`src/rtl/xlat_pkg.sv`:
```
package xlat_pkg;

  // Fault codes seen by the requester on resp_fault
  typedef enum logic [1:0] {
    FLT_NONE = 2'd0,
    FLT_SEG  = 2'd1,
    FLT_PAGE = 2'd2,
    FLT_PROT = 2'd3
  } flt_e;

  // Control sequencer states
  typedef enum logic [1:0] {
    ST_LOOK = 2'd0,
    ST_WALK = 2'd1,
    ST_RESP = 2'd2
  } st_e;

  // Decoded page-table entry flags
  typedef struct packed {
    logic vld;
    logic prs;
    logic rd;
    logic wr;
    logic ex;
  } pte_flags_t;

endpackage

```
`src/rtl/xlat_tlb.sv`:
```
module xlat_tlb #(
  parameter int N     = 8,
  parameter int VPN_W = 8,
  parameter int PFN_W = 8
) (
  input  logic             clk,
  input  logic             rst_n,
  input  logic             flush,
  input  logic [VPN_W-1:0] vpn,
  output logic             lk_hit,
  output logic [PFN_W-1:0] lk_pfn,
  output logic             lk_wr,
  input  logic             fill_en,
  input  logic [PFN_W-1:0] fill_pfn,
  input  logic             fill_wr
);

  localparam int PTR_W = (N > 1) ? $clog2(N) : 1;

  logic [N-1:0]             vld_q, vld_d;
  logic [N-1:0][VPN_W-1:0]  tag_q;
  logic [N-1:0][PFN_W-1:0]  pfn_q;
  logic [N-1:0]             wr_q;
  logic [PTR_W-1:0]         ptr_q, ptr_d;
  logic [N-1:0]             match;
  logic [N-1:0]             wsel;
  logic                     fill_go;

  // flush takes priority over a refill arriving in the same cycle
  assign fill_go = fill_en && !flush;

  generate
    for (genvar g = 0; g < N; g++) begin : g_slot
      assign match[g] = vld_q[g] && (tag_q[g] == vpn);
      assign wsel[g]  = fill_go && (ptr_q == PTR_W'(g));
    end
  endgenerate

  assign lk_hit = |match;

  // one-hot OR mux of the matching slot
  always_comb begin
    lk_pfn = '0;
    lk_wr  = 1'b0;
    for (int i = 0; i < N; i++) begin
      if (match[i]) begin
        lk_pfn = lk_pfn | pfn_q[i];
        lk_wr  = lk_wr  | wr_q[i];
      end
    end
  end

  always_comb begin
    vld_d = vld_q;
    ptr_d = ptr_q;
    if (flush) begin
      vld_d = '0;
    end else if (fill_go) begin
      vld_d[ptr_q] = 1'b1;
      ptr_d = (ptr_q == PTR_W'(N - 1)) ? '0 : ptr_q + 1'b1;
    end
  end

  always_ff @(posedge clk or negedge rst_n) begin
    if (!rst_n) begin
      vld_q <= '0;
      ptr_q <= '0;
    end else begin
      vld_q <= vld_d;
      ptr_q <= ptr_d;
    end
  end

  // payload storage, written only through its slot enable
  always_ff @(posedge clk) begin
    for (int i = 0; i < N; i++) begin
      if (wsel[i]) begin
        tag_q[i] <= vpn;
        pfn_q[i] <= fill_pfn;
        wr_q[i]  <= fill_wr;
      end
    end
  end

endmodule

```
`src/rtl/xlat_ctrl.sv`:
```
module xlat_ctrl
  import xlat_pkg::*;
#(
  parameter int VA_W      = 16,
  parameter int OFF_W     = 8,
  parameter int PFN_W     = 8,
  parameter int PT_AW     = 16,
  parameter int PTE_W     = 16,
  parameter int PTE_BYTES = 2
) (
  input  logic                   clk,
  input  logic                   rst_n,
  input  logic                   req_valid,
  input  logic [VA_W-1:0]        req_va,
  input  logic                   req_write,
  input  logic [PT_AW-1:0]       pt_base,
  output logic [VA_W-OFF_W-1:0]  vpn,
  input  logic                   lk_hit,
  input  logic [PFN_W-1:0]       lk_pfn,
  input  logic                   lk_wr,
  output logic                   fill_en,
  output logic [PFN_W-1:0]       fill_pfn,
  output logic                   fill_wr,
  output logic                   mem_rd_req,
  output logic [PT_AW-1:0]       mem_rd_addr,
  input  logic                   mem_rd_valid,
  input  logic [PTE_W-1:0]       mem_rd_data,
  output logic                   resp_done,
  output logic [PFN_W+OFF_W-1:0] resp_pa,
  output logic [1:0]             resp_fault
);

  localparam int PA_W  = PFN_W + OFF_W;
  localparam int V_BIT = PFN_W;
  localparam int P_BIT = PFN_W + 1;
  localparam int R_BIT = PFN_W + 2;
  localparam int W_BIT = PFN_W + 3;
  localparam int X_BIT = PFN_W + 4;

  st_e              st_q, st_d;
  logic             done_q, done_d;
  flt_e             flt_q, flt_d;
  logic [PA_W-1:0]  pa_q, pa_d;
  logic             mrq_q, mrq_d;
  logic [PT_AW-1:0] madr_q, madr_d;
  logic             madr_en;
  logic [PT_AW-1:0] pte_addr;
  pte_flags_t       pf;
  logic             unused_pte;

  assign vpn      = req_va[VA_W-1:OFF_W];
  assign pte_addr = pt_base + (PT_AW'(vpn) * PT_AW'(PTE_BYTES));

  assign pf.vld = mem_rd_data[V_BIT];
  assign pf.prs = mem_rd_data[P_BIT];
  assign pf.rd  = mem_rd_data[R_BIT];
  assign pf.wr  = mem_rd_data[W_BIT];
  assign pf.ex  = mem_rd_data[X_BIT];
  assign unused_pte = ^{pf.rd, pf.ex, mem_rd_data};

  // refill when a usable entry comes back
  assign fill_en  = (st_q == ST_WALK) && mem_rd_valid && pf.vld && pf.prs;
  assign fill_pfn = mem_rd_data[PFN_W-1:0];
  assign fill_wr  = pf.wr;

  always_comb begin
    st_d    = st_q;
    done_d  = 1'b0;
    flt_d   = FLT_NONE;
    pa_d    = '0;
    mrq_d   = mrq_q;
    madr_d  = madr_q;
    madr_en = 1'b0;
    unique case (st_q)
      ST_LOOK: begin
        if (req_valid) begin
          if (lk_hit) begin
            done_d = 1'b1;
            st_d   = ST_RESP;
            if (req_write && !lk_wr) begin
              flt_d = FLT_PROT;
            end else begin
              pa_d = {lk_pfn, req_va[OFF_W-1:0]};
            end
          end else begin
            mrq_d   = 1'b1;
            madr_d  = pte_addr;
            madr_en = 1'b1;
            st_d    = ST_WALK;
          end
        end
      end
      ST_WALK: begin
        if (mem_rd_valid) begin
          mrq_d = 1'b0;
          if (!pf.vld) begin
            done_d = 1'b1;
            flt_d  = FLT_SEG;
            st_d   = ST_RESP;
          end else if (!pf.prs) begin
            done_d = 1'b1;
            flt_d  = FLT_PAGE;
            st_d   = ST_RESP;
          end else begin
            st_d = ST_LOOK;
          end
        end
      end
      ST_RESP: begin
        st_d = ST_LOOK;
      end
      default: begin
        st_d  = ST_LOOK;
        mrq_d = 1'b0;
      end
    endcase
  end

  always_ff @(posedge clk or negedge rst_n) begin
    if (!rst_n) begin
      st_q   <= ST_LOOK;
      done_q <= 1'b0;
      flt_q  <= FLT_NONE;
      pa_q   <= '0;
      mrq_q  <= 1'b0;
    end else begin
      st_q   <= st_d;
      done_q <= done_d;
      flt_q  <= flt_d;
      pa_q   <= pa_d;
      mrq_q  <= mrq_d;
    end
  end

  always_ff @(posedge clk or negedge rst_n) begin
    if (!rst_n) begin
      madr_q <= '0;
    end else if (madr_en) begin
      madr_q <= madr_d;
    end
  end

  assign resp_done   = done_q;
  assign resp_pa     = pa_q;
  assign resp_fault  = flt_q;
  assign mem_rd_req  = mrq_q;
  assign mem_rd_addr = madr_q;

endmodule

```
`src/rtl/xlat_unit.sv`:
```
module xlat_unit #(
  parameter int VA_W      = 16,
  parameter int OFF_W     = 8,
  parameter int PFN_W     = 8,
  parameter int PT_AW     = 16,
  parameter int PTE_W     = 16,
  parameter int PTE_BYTES = 2,
  parameter int TLB_N     = 8
) (
  input  logic                   clk,
  input  logic                   rst_n,
  input  logic                   flush,
  input  logic                   req_valid,
  input  logic [VA_W-1:0]        req_va,
  input  logic                   req_write,
  input  logic [PT_AW-1:0]       pt_base,
  output logic                   resp_done,
  output logic [PFN_W+OFF_W-1:0] resp_pa,
  output logic [1:0]             resp_fault,
  output logic                   mem_rd_req,
  output logic [PT_AW-1:0]       mem_rd_addr,
  input  logic                   mem_rd_valid,
  input  logic [PTE_W-1:0]       mem_rd_data
);

  localparam int VPN_W = VA_W - OFF_W;

  logic [VPN_W-1:0] vpn;
  logic             lk_hit;
  logic [PFN_W-1:0] lk_pfn;
  logic             lk_wr;
  logic             fill_en;
  logic [PFN_W-1:0] fill_pfn;
  logic             fill_wr;

  xlat_ctrl #(
    .VA_W(VA_W), .OFF_W(OFF_W), .PFN_W(PFN_W),
    .PT_AW(PT_AW), .PTE_W(PTE_W), .PTE_BYTES(PTE_BYTES)
  ) i_ctrl (
    .clk         (clk),
    .rst_n       (rst_n),
    .req_valid   (req_valid),
    .req_va      (req_va),
    .req_write   (req_write),
    .pt_base     (pt_base),
    .vpn         (vpn),
    .lk_hit      (lk_hit),
    .lk_pfn      (lk_pfn),
    .lk_wr       (lk_wr),
    .fill_en     (fill_en),
    .fill_pfn    (fill_pfn),
    .fill_wr     (fill_wr),
    .mem_rd_req  (mem_rd_req),
    .mem_rd_addr (mem_rd_addr),
    .mem_rd_valid(mem_rd_valid),
    .mem_rd_data (mem_rd_data),
    .resp_done   (resp_done),
    .resp_pa     (resp_pa),
    .resp_fault  (resp_fault)
  );

  xlat_tlb #(
    .N(TLB_N), .VPN_W(VPN_W), .PFN_W(PFN_W)
  ) i_tlb (
    .clk     (clk),
    .rst_n   (rst_n),
    .flush   (flush),
    .vpn     (vpn),
    .lk_hit  (lk_hit),
    .lk_pfn  (lk_pfn),
    .lk_wr   (lk_wr),
    .fill_en (fill_en),
    .fill_pfn(fill_pfn),
    .fill_wr (fill_wr)
  );

endmodule

```
`config.mk`:
```
export PLATFORM = sky130hd
export DESIGN_NAME = xlat_unit
export DESIGN_NICKNAME = d
export VERILOG_FILES = /design/src/rtl/xlat_pkg.sv /design/src/rtl/xlat_tlb.sv /design/src/rtl/xlat_ctrl.sv /design/src/rtl/xlat_unit.sv
export SDC_FILE = /design/constraint.sdc
export NUM_CORES = 1
export LEC_CHECK = 0
export ABC_AREA = 1
export BUFFER_PORTS_ARGS = -buffer_cell sky130_fd_sc_hd__buf_2
export CORE_MARGIN = 10
export CORE_UTILIZATION = 55
export DETAILED_ROUTE_END_ITERATION = 10
export PLACE_DENSITY_LB_ADDON = 0.08
export RECOVER_POWER = 50
export SKIP_LAST_GASP = 1
export SYNTH_ARGS = -nofsm -noshare
export SYNTH_HDL_FRONTEND = slang
export SYNTH_SLANG_ARGS = --single-unit
```
`constraint.sdc`:
```
create_clock -name clk -period 3.6 [get_ports clk]
set_clock_uncertainty 0.1 [all_clocks]
set_input_delay 0.72 -clock clk [delete_from_list [all_inputs] [get_ports clk]]
set_output_delay 0.72 -clock clk [all_outputs]
set_load 0.02 [all_outputs]
```
==> flow_summary.ini <==
[cells_and_area]
fin_nets = 1104
instances_no_fill = 1264
areaGrowthSynthToFinish_pct = 14.4
fill_cells = 1336
antenna_cells = 0
layout-drive-gt1-share = 0.147
final_common_cell = nand2_1
final_cell_mix = nand2_1, edfxtp_1, inv_1

[yosys]
postSynthAreaPerCell_um2 = 9.58
synth_edf_count = 136
yosys.area_share.simple = 0.273
yosys-mux-area-fraction = 0
synth_xor_xnor_area_share = 0.0198
synth.area.top_cells = edfxtp_1, nand2_1, dfrtp_1
synth.net_count = 994
synthAdderAreaFrac = 0.0220
yosys.area.top_type = edfxtp_1
synth.distinct_cells = 39
ys_ff_latch = 185
synth_ff_type = edfxtp_1
seq_area_frac_synth = 0.599
synth_compound_area_frac = 0.0236
synth_async_sr_flop_share = 0.265
yosysWarningCount = 0
syn_area_um2 = 8870
synth_top_area_share = 0.461
synth_top_family_by_area = simple AND/OR/NAND/NOR gates
syn_inst = 925

[outcome]
violations = capacitance limit, slew limit
status = finished, violations left

[placed_design]
hpwlAfterDp_mm = 14.7
place_congestion = 0.899
dp.cells = 1232
pre_cts_ws_ps = 574
io_buffers = 84

[grt]
met3_usage = 0.0353
grt_busiest_layer = met2
grt-ovfl-total = 0
grt_max_degree = 36
antenna_found_initial = 0
grt_use_met1 = 0.253
grt_pass1_wl_mm = 33.6
grt_pass1_vias = 6356
grtUsageMet2 = 0.339
grt_util_all_layers = 0.199

[critical_path]
r2r_setup_slack_ps = 820
critPathSlowestCell = clkbuf_1
path_cells = clkbuf_1 > inv_2 > nand2_1 > nand2_1 > nand3b_1 > nor2_4 > nor2_2 > nand2_4 > nor2_8 > nor2_8 > nand2_4 > nor2_1
critical_path.max_fanout = 21
cp-start-kind = input pin
worstPathRequired_ps = 3860
rr_startpoint = i_ctrl.st_q[1]$_DFFE_PN0P_
endpoint = i_ctrl.resp_pa[15]$_DFF_PN0_
crit_start = req_va[11]
path_class = input pin to flop
end_kind = flop
reg2reg_depth = 8
r2r_end = i_tlb.pfn_q[3]$_DFFE_PP_
slowest_delay_ps = 760
critPathArrivalTime_ps = 3350

[sta]
slew_viol_final = 36
finalSetupTns_ps = 0
worstMarginPinSlew_ps = 2060
slew_headroom = -0.370
finalCriticalPeriod_ps = 3090
rsz0062_at_grt = false
setup_viol = 0
period_share = 0.859
max_freq_ghz = 0.324
whs_ps = 369
setup_slack_ps = 509
hold_viol_final = 0

[route]
drtIter0Drc = 468
num_vias = 6441
drc = 0
drt_pass1_iterations = 7
via_per_inst = 5.10
wl_mm = 21.0
wl_per_cell_um = 16.6
postRouteAntennaNets = 0

[clock_network]
ctsHoldBuffers = 0
h-tree-depth = 4
clock_sinks = 185
cts_made_buffers = 17
clock-root-buffer = clkbuf_16
cts_tree = yes
clock_latency_ps = 430
clkTransAtPathRegs_ps = 70
cts_resized = 0
cts_setup_buffers = 0
clk_path_buf_depth = 2

[floorplan]
die_w_um = 147
num_io_pins = 90
initial_core_util = 0.560
coreArea_um2 = 15800
die_h_um = 147
dieArea_um2 = 21600
rows = 46

[power]
power.leakage_nw = 4.57
fin_total_pwr_w = 0.00502
vdd_drop_max_uv = 332
cellPowerDensity_nw_per_um2 = 495

[run]
cap_violations = 1

[worst_hold_path]
min-delay-path-class = flop to flop
-- report_power, final --
part | total, W | switching (W) | internal [W]
sequential | 0.00250 | 0.0000915 | 0.00240
clock | 0.00185 | 0.000858 | 0.000987
combinational | 0.000677 | 0.000470 | 0.000207
-- per-stage QoR --
step	area, um^2	util
final	10100	0.641
after CTS	10200	0.645
after floorplan	8870	-
after global placement	9630	0.608
after global routing	10100	0.641
after detailed placement	9630	0.608
-- worst max-delay path: cells and delay by family --
kind          cells  cell delay [ps]
buf+inv           2             1070
simple gates     10             1520
-- per-layer routing --
layer | wire length [um] | up-vias
met4 | 279 | 0
li1 | - | 3209
met2 | 10400 | 164
met5 | 0 | -
met3 | 1160 | 25
met1 | 9140 | 3043
-- area by class of cell --
| class | instances | area [um^2] | area share |
|---|---|---|---|
| well taps | 216 | 270 | 0.0266 |
| repair buffers | 107 | 522 | 0.0514 |
| clock inverters | 14 | 156 | 0.0154 |
| inverters | 113 | 424 | 0.0418 |
| clock buffers | 18 | 429 | 0.0423 |
| flip-flops and latches | 185 | 5310 | 0.524 |
| multi-input cells | 611 | 3030 | 0.299 |
-- kinds of logic (layout without fill, tap and decap cells) --
group                      count (synthesis)  in the layout
AOI/OAI and AO/OA                         38             38
DFF                                      185            185
buffers and inverters                    129            252
adders and majority gates                 15             15
xor gates and xnor gates                  20             20
and+or+nand+nor                          538            538
-- how the worst min path moves through the flow --
stage | start | endpoint | slack [ps] | depth (start not counted)
after global placement | i_ctrl.mem_rd_addr[15]$_DFFE_PN0P_ | i_ctrl.mem_rd_addr[15]$_DFFE_PN0P_ | 350 | 2
after floorplan | rst_n | i_ctrl.mem_rd_addr[0]$_DFFE_PN0P_ | 320 | 0
after CTS | rst_n | i_ctrl.mem_rd_addr[5]$_DFFE_PN0P_ | 310 | 1
after global routing | i_ctrl.mem_rd_addr[1]$_DFFE_PN0P_ | i_ctrl.mem_rd_addr[1]$_DFFE_PN0P_ | 400 | 2
after detailed placement | i_ctrl.mem_rd_addr[5]$_DFFE_PN0P_ | i_ctrl.mem_rd_addr[5]$_DFFE_PN0P_ | 350 | 2
final | i_ctrl.mem_rd_addr[5]$_DFFE_PN0P_ | i_ctrl.mem_rd_addr[5]$_DFFE_PN0P_ | 370 | 2
-- state kept, by name, indices dropped and copies added (netlist names) --
signal	count
i_ctrl.mem_rd_addr	16
i_ctrl.mem_rd_req	1
i_ctrl.resp_done	1
i_ctrl.resp_fault	2
i_ctrl.resp_pa	16
i_ctrl.st_q	2
i_tlb.pfn_q	64
i_tlb.ptr_q	3
i_tlb.tag_q	64
i_tlb.vld_q	8
i_tlb.wr_q	8
-- synth_stat cells, types with 9 or more instances --
library cell,instances
nand2_1,327
edfxtp_1,136
inv_1,103
nor2_1,90
dfrtp_1,49
nand3_1,45
nor2_4,19
a21oi_1,17
nand4_1,17
ha_1,14
o21ai_0,12
nor3_1,11
xnor2_1,10
xor2_1,10
inv_2,9
Power figures use the tool's default switching activity.
